[src/rtl/dmacr_pkg.sv]
package dmacr_pkg;
    typedef enum logic [1:0] {
        CH_OFF  = 2'd0,
        CH_IDLE = 2'd1,
        CH_PEND = 2'd2,
        CH_RUN  = 2'd3
    } ch_state_e;

    // register index = byte offset [4:2]
    localparam logic [2:0] RG_EN    = 3'd0;
    localparam logic [2:0] RG_BASE  = 3'd1;
    localparam logic [2:0] RG_IE    = 3'd2;
    localparam logic [2:0] RG_TSEL  = 3'd3;
    localparam logic [2:0] RG_TFLG  = 3'd4;
    localparam logic [2:0] RG_END   = 3'd5;
    localparam logic [2:0] RG_RUN   = 3'd6;
    localparam logic [2:0] RG_PAUSE = 3'd7;

    localparam int unsigned DATA_W     = 32;
    localparam int unsigned BASE_ALIGN = 10;
endpackage

[src/rtl/dmacr_chan_fsm.sv]
module dmacr_chan_fsm
    import dmacr_pkg::*;
#(
    parameter int unsigned HW_N  = 16,
    parameter int unsigned SEL_W = 4
) (
    input  logic             clk,
    input  logic             rst_n,
    input  logic             en_set,
    input  logic             en_clr,
    input  logic             sw_trig,
    input  logic [SEL_W-1:0] src_sel,
    input  logic [HW_N-1:0]  hw_trig,
    input  logic             grant,
    input  logic             done,
    output logic             enabled,
    output logic             pending,
    output logic             running,
    output logic             abort
);
    ch_state_e state_q, state_d;
    logic      hw_hit;
    logic      trig;

    assign hw_hit = (src_sel != '0) && hw_trig[src_sel];
    assign trig   = sw_trig || hw_hit;

    always_ff @(posedge clk or negedge rst_n) begin
        if (!rst_n) state_q <= CH_OFF;
        else        state_q <= state_d;
    end

    always_comb begin
        state_d = state_q;
        unique case (state_q)
            CH_OFF:  if (en_set) state_d = CH_IDLE;
            CH_IDLE: if (en_clr) state_d = CH_OFF;
                     else if (trig) state_d = CH_PEND;
            CH_PEND: if (en_clr) state_d = CH_OFF;
                     else if (grant) state_d = CH_RUN;
            CH_RUN:  if (en_clr) state_d = CH_OFF;
                     else if (done) state_d = CH_IDLE;
            default: state_d = CH_OFF;
        endcase
    end

    always_comb begin
        enabled = 1'b0;
        pending = 1'b0;
        running = 1'b0;
        abort   = 1'b0;
        unique case (state_q)
            CH_OFF:  ;
            CH_IDLE: enabled = 1'b1;
            CH_PEND: begin
                enabled = 1'b1;
                pending = 1'b1;
            end
            CH_RUN: begin
                enabled = 1'b1;
                running = 1'b1;
                abort   = en_clr;
            end
            default: ;
        endcase
    end
endmodule

[src/rtl/dmacr_regfile.sv]
module dmacr_regfile
    import dmacr_pkg::*;
#(
    parameter int unsigned NCH    = 8,
    parameter int unsigned SEL_W  = 4,
    parameter int unsigned ADDR_W = 5
) (
    input  logic                 clk,
    input  logic                 rst_n,
    input  logic [ADDR_W-1:0]    bus_addr,
    input  logic                 bus_we,
    input  logic [DATA_W-1:0]    bus_wdata,
    output logic [DATA_W-1:0]    bus_rdata,
    input  logic [NCH-1:0]       en_vec,
    input  logic [NCH-1:0]       pend_vec,
    input  logic [NCH-1:0]       run_vec,
    input  logic [NCH-1:0]       eng_done,
    input  logic [NCH-1:0]       eng_pause,
    output logic [NCH-1:0]       en_set,
    output logic [NCH-1:0]       en_clr,
    output logic [NCH-1:0]       sw_trig,
    output logic [NCH*SEL_W-1:0] tsel,
    output logic [DATA_W-1:0]    tbl_base,
    output logic [NCH-1:0]       end_flg,
    output logic [NCH-1:0]       end_clr,
    output logic                 irq
);
    localparam int unsigned HI_W = DATA_W - BASE_ALIGN;
    localparam logic [HI_W-1:0] BASE_RST = HI_W'(32'h0008_0000 >> BASE_ALIGN);

    logic [2:0]      idx;
    logic [HI_W-1:0] base_hi;
    logic [NCH-1:0]  ie;
    logic [NCH-1:0]  done_set;
    logic [NCH-1:0]  pause_vec;
    logic            unused_bits;

    assign idx         = bus_addr[4:2];
    assign unused_bits = ^{bus_addr[1:0], bus_wdata[BASE_ALIGN-1:0]};

    assign en_set  = (bus_we && idx == RG_EN)   ? bus_wdata[NCH-1:0]  : '0;
    assign en_clr  = (bus_we && idx == RG_EN)   ? ~bus_wdata[NCH-1:0] : '0;
    assign sw_trig = (bus_we && idx == RG_TFLG) ? bus_wdata[NCH-1:0]  : '0;
    assign end_clr = (bus_we && idx == RG_END)  ? bus_wdata[NCH-1:0]  : '0;

    assign done_set  = eng_done & run_vec;
    assign pause_vec = eng_pause & run_vec;
    assign tbl_base  = {base_hi, {BASE_ALIGN{1'b0}}};
    assign irq       = |(end_flg & ie);

    always_ff @(posedge clk or negedge rst_n) begin
        if (!rst_n) begin
            base_hi <= BASE_RST;
            ie      <= '0;
            tsel    <= '0;
            end_flg <= '0;
        end else begin
            if (bus_we && idx == RG_BASE) base_hi <= bus_wdata[DATA_W-1:BASE_ALIGN];
            if (bus_we && idx == RG_IE)   ie      <= bus_wdata[NCH-1:0];
            if (bus_we && idx == RG_TSEL) tsel    <= bus_wdata[NCH*SEL_W-1:0];
            // a completion in the same cycle as a clear keeps the flag set
            end_flg <= (end_flg & ~end_clr) | done_set;
        end
    end

    always_comb begin
        bus_rdata = '0;
        unique case (idx)
            RG_EN:    bus_rdata = DATA_W'(en_vec);
            RG_BASE:  bus_rdata = tbl_base;
            RG_IE:    bus_rdata = DATA_W'(ie);
            RG_TSEL:  bus_rdata = DATA_W'(tsel);
            RG_TFLG:  bus_rdata = DATA_W'(pend_vec);
            RG_END:   bus_rdata = DATA_W'(end_flg);
            RG_RUN:   bus_rdata = DATA_W'(run_vec);
            RG_PAUSE: bus_rdata = DATA_W'(pause_vec);
            default:  bus_rdata = '0;
        endcase
    end
endmodule

[src/rtl/dmacr_addr_gen.sv]
module dmacr_addr_gen
    import dmacr_pkg::*;
#(
    parameter int unsigned NCH        = 8,
    parameter int unsigned DESC_BYTES = 16
) (
    input  logic                   clk,
    input  logic                   rst_n,
    input  logic [DATA_W-1:0]      tbl_base,
    input  logic                   grant_vld,
    input  logic [$clog2(NCH)-1:0] grant_ch,
    input  logic [NCH-1:0]         pend_vec,
    output logic [NCH-1:0]         grant_vec,
    output logic                   desc_vld,
    output logic [DATA_W-1:0]      desc_addr,
    output logic [DATA_W-1:0]      reload_addr
);
    localparam int unsigned DESC_SH = $clog2(DESC_BYTES);
    localparam logic [DATA_W-1:0] RELOAD_OFS = DATA_W'(NCH * DESC_BYTES);

    logic              accept;
    logic [DATA_W-1:0] ch_ofs;

    for (genvar n = 0; n < NCH; n++) begin : g_gnt
        assign grant_vec[n] = grant_vld && (grant_ch == n[$clog2(NCH)-1:0]);
    end

    assign accept = |(grant_vec & pend_vec);
    assign ch_ofs = DATA_W'(grant_ch) << DESC_SH;

    always_ff @(posedge clk or negedge rst_n) begin
        if (!rst_n) begin
            desc_vld    <= 1'b0;
            desc_addr   <= '0;
            reload_addr <= '0;
        end else begin
            desc_vld <= accept;
            if (accept) begin
                desc_addr   <= tbl_base + ch_ofs;
                reload_addr <= tbl_base + RELOAD_OFS + ch_ofs;
            end
        end
    end
endmodule

[src/rtl/dmacr_top.sv]
module dmacr_top
    import dmacr_pkg::*;
#(
    parameter int unsigned NCH    = 8,
    parameter int unsigned HW_N   = 16,
    parameter int unsigned ADDR_W = 5,
    parameter int unsigned DESC_BYTES = 16,
    localparam int unsigned SEL_W = $clog2(HW_N),
    localparam int unsigned CH_W  = $clog2(NCH)
) (
    input  logic              clk,
    input  logic              rst_n,
    input  logic [ADDR_W-1:0] bus_addr,
    input  logic              bus_we,
    input  logic [31:0]       bus_wdata,
    output logic [31:0]       bus_rdata,
    input  logic [HW_N-1:0]   hw_trig,
    output logic [NCH-1:0]    eng_req,
    input  logic              eng_grant_vld,
    input  logic [CH_W-1:0]   eng_grant_ch,
    input  logic [NCH-1:0]    eng_done,
    input  logic [NCH-1:0]    eng_pause,
    output logic              desc_vld,
    output logic [31:0]       desc_addr,
    output logic [31:0]       reload_addr,
    output logic [NCH-1:0]    ch_abort,
    output logic              irq
);
    logic [NCH-1:0]       en_vec, pend_vec, run_vec;
    logic [NCH-1:0]       en_set, en_clr, sw_trig, grant_vec;
    logic [NCH-1:0]       end_vec, end_clr_vec;
    logic [NCH*SEL_W-1:0] tsel;
    logic [31:0]          tbl_base;

    assign eng_req = pend_vec;

    dmacr_regfile #(.NCH(NCH), .SEL_W(SEL_W), .ADDR_W(ADDR_W)) u_regs (
        .clk(clk), .rst_n(rst_n),
        .bus_addr(bus_addr), .bus_we(bus_we), .bus_wdata(bus_wdata), .bus_rdata(bus_rdata),
        .en_vec(en_vec), .pend_vec(pend_vec), .run_vec(run_vec),
        .eng_done(eng_done), .eng_pause(eng_pause),
        .en_set(en_set), .en_clr(en_clr), .sw_trig(sw_trig), .tsel(tsel),
        .tbl_base(tbl_base), .end_flg(end_vec), .end_clr(end_clr_vec), .irq(irq)
    );

    for (genvar n = 0; n < NCH; n++) begin : g_ch
        dmacr_chan_fsm #(.HW_N(HW_N), .SEL_W(SEL_W)) u_fsm (
            .clk(clk), .rst_n(rst_n),
            .en_set(en_set[n]), .en_clr(en_clr[n]), .sw_trig(sw_trig[n]),
            .src_sel(tsel[n*SEL_W +: SEL_W]), .hw_trig(hw_trig),
            .grant(grant_vec[n]), .done(eng_done[n]),
            .enabled(en_vec[n]), .pending(pend_vec[n]),
            .running(run_vec[n]), .abort(ch_abort[n])
        );
    end

    dmacr_addr_gen #(.NCH(NCH), .DESC_BYTES(DESC_BYTES)) u_addr (
        .clk(clk), .rst_n(rst_n), .tbl_base(tbl_base),
        .grant_vld(eng_grant_vld), .grant_ch(eng_grant_ch), .pend_vec(pend_vec),
        .grant_vec(grant_vec), .desc_vld(desc_vld),
        .desc_addr(desc_addr), .reload_addr(reload_addr)
    );
endmodule

[config.mk]
export PLATFORM = sky130hd
export DESIGN_NAME = dmacr_top
export DESIGN_NICKNAME = d
export VERILOG_FILES = /design/src/rtl/dmacr_pkg.sv /design/src/rtl/dmacr_chan_fsm.sv /design/src/rtl/dmacr_regfile.sv /design/src/rtl/dmacr_addr_gen.sv /design/src/rtl/dmacr_top.sv
export SDC_FILE = /design/constraint.sdc
export NUM_CORES = 1
export LEC_CHECK = 0
export ABC_AREA = 1
export BUFFER_PORTS_ARGS = -buffer_cell sky130_fd_sc_hd__clkbuf_2
export CAP_MARGIN = 15
export CORE_MARGIN = 1.5
export CORE_UTILIZATION = 45
export DETAILED_ROUTE_END_ITERATION = 8
export PLACE_DENSITY = 0.83
export SETUP_SLACK_MARGIN = 0.5
export SLEW_MARGIN = 10
export SYNTH_ARGS = -nofsm -noshare
export SYNTH_HDL_FRONTEND = slang
export SYNTH_SLANG_ARGS = --single-unit
[constraint.sdc]
create_clock -name clk -period 1.5 [get_ports clk]
set_input_delay 0.225 -clock clk [delete_from_list [all_inputs] [get_ports clk]]
set_output_delay 0.225 -clock clk [all_outputs]
set_load 0.01 [all_outputs]
==> results of run 1 <==
stage by stage:
stage	TNS (ns)	hold slack, ns	instances
after detailed placement	-5.475	0.1979	1445
after floorplan	0	-0.07059	1059
after global placement	-3.616	0.1939	1445
after CTS	-7.398	0.002372	1588
routing by layer:
metal	global-route usage (%)	GRT overflow
met5	30.00	0
met4	65.62	0
met3	62.20	0
met2	86.25	1
met1	71.55	0
kinds of logic after synthesis:
| kind of cell | count (synthesis) | share of synthesized area (%) |
|---|---|---|
| buf+inv | 226 | 14.71 |
| flops | 113 | 38.89 |
| compound gates | 242 | 19.16 |
| other cells | 1 | 0.05155 |
| simple gates | 465 | 27.19 |
synth_stat cells, types with 2 or more instances:
| cell type | count | area [µm²] |
|---|---|---|
| nor3_1 | 3 | 15.01 |
| o211ai_1 | 30 | 225.2 |
| a221oi_1 | 2 | 17.52 |
| o21ai_0 | 82 | 410.4 |
| nand2_1 | 295 | 1107 |
| a22oi_1 | 8 | 60.06 |
| inv_1 | 109 | 409.1 |
| nor4_4 | 2 | 42.54 |
| nor2_1 | 44 | 165.2 |
| clkinv_1 | 8 | 30.03 |
| nor3_2 | 2 | 20.02 |
| nand3_1 | 103 | 515.5 |
| o2111ai_1 | 12 | 105.1 |
| clkbuf_1 | 35 | 131.4 |
| o21ai_1 | 55 | 275.3 |
| a21oi_1 | 45 | 225.2 |
| buf_2 | 9 | 45.04 |
| inv_2 | 8 | 30.03 |
| nor4_1 | 2 | 12.51 |
| nand3b_1 | 10 | 75.07 |
| a32o_1 | 4 | 40.04 |
| dfrtp_1 | 112 | 2803 |
| nor2_2 | 2 | 12.51 |
| buf_4 | 56 | 420.4 |
| o21a_1 | 2 | 15.01 |
what timing repair did:
action / 4_1_cts
buffers inserted: 96
hold buffers: 1
endpoints found under the setup margin: 201
gates cloned: 14
endpoints found under the hold margin: 24
resized for setup: 320
pin swaps: 121
==> run metrics, run 1 <==
status=aborted with a tool error; Exit stage=global routing (5_1_grt); Err=[ERROR GRT-0232] Routing congestion too high. Check the congestion heatmap in the GUI.; synth warn=0; worst slack at placement=-0.1979 ns; synthesized area=~7300 µm²; Global Route Usage Sum=a little under three quarters; Mapped Avg Cell Area=slightly below 7 µm²; post-synthesis cell type count=32; placed inst area=just over 9000 µm²; IO Port Bufs=~170; hpwl dp=~18000 µm; flops & latches, synth=approximately 110; CTS Buffer Depth=2; grt ovf=1; post-synthesis sequential area ratio=between 30% and 40%; I/O pin count=190; clock root cell=clkbuf_16; worst_ep grt=u_addr.reload_addr[23]$_DFFE_PN0P_/D; Syn Inst Count=1047; Die Y=130.1 µm; row count=46; asr flop ratio synth=100.0%; Initial Util=45.96%; number of synthesized flops with an enable pin=0; Worst EP Category=register data pin; Die W=roughly 130 µm; ys flop type=dfrtp_1; largest net degree at the start of global routing=47; H-tree depth=4; CTS Buf Count=17; clock sinks=113; Final Wtd Congestion=approximately 0.96
==> run 2: changes to the inputs <==
--- a/config.mk
+++ b/config.mk
@@ -9,10 +9,9 @@
 export BUFFER_PORTS_ARGS = -buffer_cell sky130_fd_sc_hd__clkbuf_2
 export CAP_MARGIN = 15
 export CORE_MARGIN = 1.5
-export CORE_UTILIZATION = 45
+export CORE_UTILIZATION = 30
 export DETAILED_ROUTE_END_ITERATION = 8
-export PLACE_DENSITY = 0.83
-export SETUP_SLACK_MARGIN = 0.5
+export PLACE_DENSITY_LB_ADDON = 0.15
 export SLEW_MARGIN = 10
 export SYNTH_ARGS = -nofsm -noshare
 export SYNTH_HDL_FRONTEND = slang
==> constraint.sdc (replaced) <==
create_clock -name clk -period 1.95 [get_ports clk]
set_input_delay 0.2925 -clock clk [delete_from_list [all_inputs] [get_ports clk]]
set_output_delay 0.2925 -clock clk [all_outputs]
set_load 0.01 [all_outputs]
==> run 2 against run 1 <==
  * Synthesized cell count did not move
  * The flow now finishes without violations
  * Synthesized area did not move
==> run metrics, run 2 <==
Initial Util=30.81%; final slew viol count=0; met3 routed WL=about 1100 µm; mux contribution to synthesized area=0%; internal power=roughly 6.9 mW; I/O pin count=190; ys flop type=dfrtp_1; initial antenna violation count=0; placed inst area=~8300 µm²; Post-Layout Inst Area=about 9000 µm²; sequential power share=between 30% and 40%; DRC violations left=0; max layer used=met4; Tmin final=about 1.9 ns; most frequent cell after synthesis=nand2_1; simple-gate share of the synthesized area=27.19%; fraction of layout cells with a size suffix above 1=22.26%; actual slew at the worst max-slew pin=0.5249 ns; most frequent cells in the layout=nand2_1 (292), clkbuf_2 (172), dfrtp_1 (109); Ant. Diodes=0; largest net degree at the start of global routing=57; CP Launch Type=flop; Compound-Gate Fraction of Synth Area=19.16%; routed wl met2=between 10000 and 15000 µm; Global Route Usage Sum=around a fifth; area leader, netlist=dfrtp_1; Peak VDD IR=0.0004372 V; first-pass GRT wire length=a little under 40000 µm; Critical Path Sink Type=primary output; Hold Path Class=input port to flop; top cell type's share of synthesized area=38.53%; grt ovf=0; DR WL/cell=16.48 µm; Clock transition at path regs=roughly 0.060 ns; asr flop ratio synth=between 90% and 100%; Die Y=between 150 and 200 µm; vias in the first global route=6913; DRT Wirelength=25100 µm; setup violators final=0; largest register by flop count=u_regs.tsel; flops & latches, synth=between 100 and 150; first drt pass iteration count=5; Placed Instances=~1500; Mapped Avg Cell Area=just under 7 µm²; ANT nets after route=0; synth top area cells=dfrtp_1 (39%), nand2_1 (15%), nand3_1 (7.1%); Syn Inst Count=between 1000 and 1500; Psw=~4.5 mW; number of synthesized flops with an enable pin=0; CTS Buffer Depth=2; Vias/cell=between 4 and 5; area grow syn2layout=23.50%; status=completed; Largest regs=u_regs.tsel (32), u_addr.reload_addr (25), u_regs.base_hi (22); Clk pwr share=between 20% and 30%; post-synthesis sequential area ratio=about 40%; Post-Synth Adder-Cell Area=0%; XOR/XNOR share of the synthesized area=0%; crit path launch=g_ch[4].u_fsm.state_q[0]; worst r2r src=g_ch[7].u_fsm.state_q[0]; Lkg Pwr=approximately 4.7 nW; 1st-iter DRT viols=between 400 and 500; most common cell after layout, fill and taps aside=nand2_1; critical path peak fanout=4; clock root cell=clkbuf_16; Final Wtd Congestion=about 0.83; core area=between 20000 and 25000 µm²; synthesized area=just over 7000 µm²; die footprint=between 20000 and 30000 µm²; final cell count without fillers=approximately 1500; Crit Path Category=flop to primary output; hpwl dp=about 19000 µm; CTS Buf Count=17; Pwr Density=1273 nW/µm²; final period utilization=just under 100%; Final nets=1267; Die W=roughly 160 µm; Final Hold Viols=0; most common library cells after synthesis=nand2_1 (295), dfrtp_1 (112), inv_1 (109); post-layout util=roughly two fifths; row count=between 50 and 60; post-synthesis cell type count=32; max_slew headroom=between 60% and 70%; M1 wire length=12040 µm; clock skew=0.008456 ns; Arr. time, crit path=~1.6 ns; Sw Ratio=between 30% and 40%; final setup TNS=0 ns; largest family of logic cells by synthesized area=simple AND/OR/NAND/NOR gates; vias post-DR=7304; synth warn=0; Worst Path Required=approximately 1.7 ns; hold path startpoint=bus_wdata[19]; Worst-Skew Late Latency=around 0.42 ns; clock sinks=roughly 110; max FFs per register=32; IO Port Bufs=roughly 170; CTS tree=built; fmax=0.5325 GHz; H-tree depth=4; max_cap viols=0; Gate power share=a little under two fifths
## run 2: cell counts after synthesis
Identical to the previous run, type by type.
## run 2: worst paths after layout
kind	to	slack, ns	depth (start not counted)
worst min register to register	u_addr.reload_addr[7]	0.47	1
worst max-delay path	bus_rdata[4]	0.07	5
min in group asynchronous	u_addr.reload_addr[14]	0.26	2
worst min-delay path	u_regs.base_hi[9]	0.09	3
worst max register to register	u_addr.reload_addr[14]	0.23	8
max in group asynchronous	u_regs.tsel[0]	1.10	3
## run 2: cell families (layout without fill, tap and decap cells)
group                  after synthesis  count (layout)
AOI/OAI and AO/OA                  242             242
buffers and inverters              226             371
DFF                                113             113
other                                1              13
and+or+nand+nor                    465             465
## run 2: routing by layer
metal / track usage (%) / vias up
li1: - / 3680
met1: 28.17 / 3395
met2: 31.56 / 203
met3: 2.978 / 26
met4: 7.013 / 0
met5: 0 / -
## run 2: power by group through the flow
stage	Combinational, mW	Clock, mW	Sequential, mW
after floorplan	3.23	0	3.69
after global placement	4.18	0	3.90
final	4.24	3.31	3.89
after CTS	4.24	3.36	3.87
after detailed placement	4.23	0	3.90
after global routing	4.85	3.46	4.02
## run 2: layout make-up
cell class	instances	area, µm²
Inverter	125	469.2
Clock buffer	20	446.7
Sequential cell	113	2833
Tap cell	319	399.1
Clock inverter	12	166.4
Timing Repair Buffer	214	1226
Multi-Input combinational cell	720	3443
Fill cell	2576	14630
## run 2: critical path: stages, from the launching register on
cell	delay (ns)
dfrtp_1	0.40
inv_1	0.08
nand2_1	0.14
o21a_1	0.22
o2111ai_1	0.14
clkbuf_2	0.19
## run 2: repair_timing
item	4_1_cts	5_1_grt
setup buffers	0	1
gates resized for setup	0	9
setup endpoints to repair	0	5
hold buffers	1	0
hold endpoints to repair	10	0
## run 2: per-stage QoR
| stage | total power, mW | hold WS (ns) | setup slack (ns) |
|---|---|---|---|
| finish | 11.43 | 0.09492 | 0.07218 |
| global route | 12.32 | 0.1054 | -0.0002833 |
| CTS | 11.48 | 0.08578 | 0.01854 |
| detailed placement | 8.130 | 0.1581 | 0.1155 |
| global placement | 8.084 | 0.1576 | 0.1290 |
| floorplan | 6.921 | -0.003091 | 0.3384 |
Power figures use the tool's default switching activity.
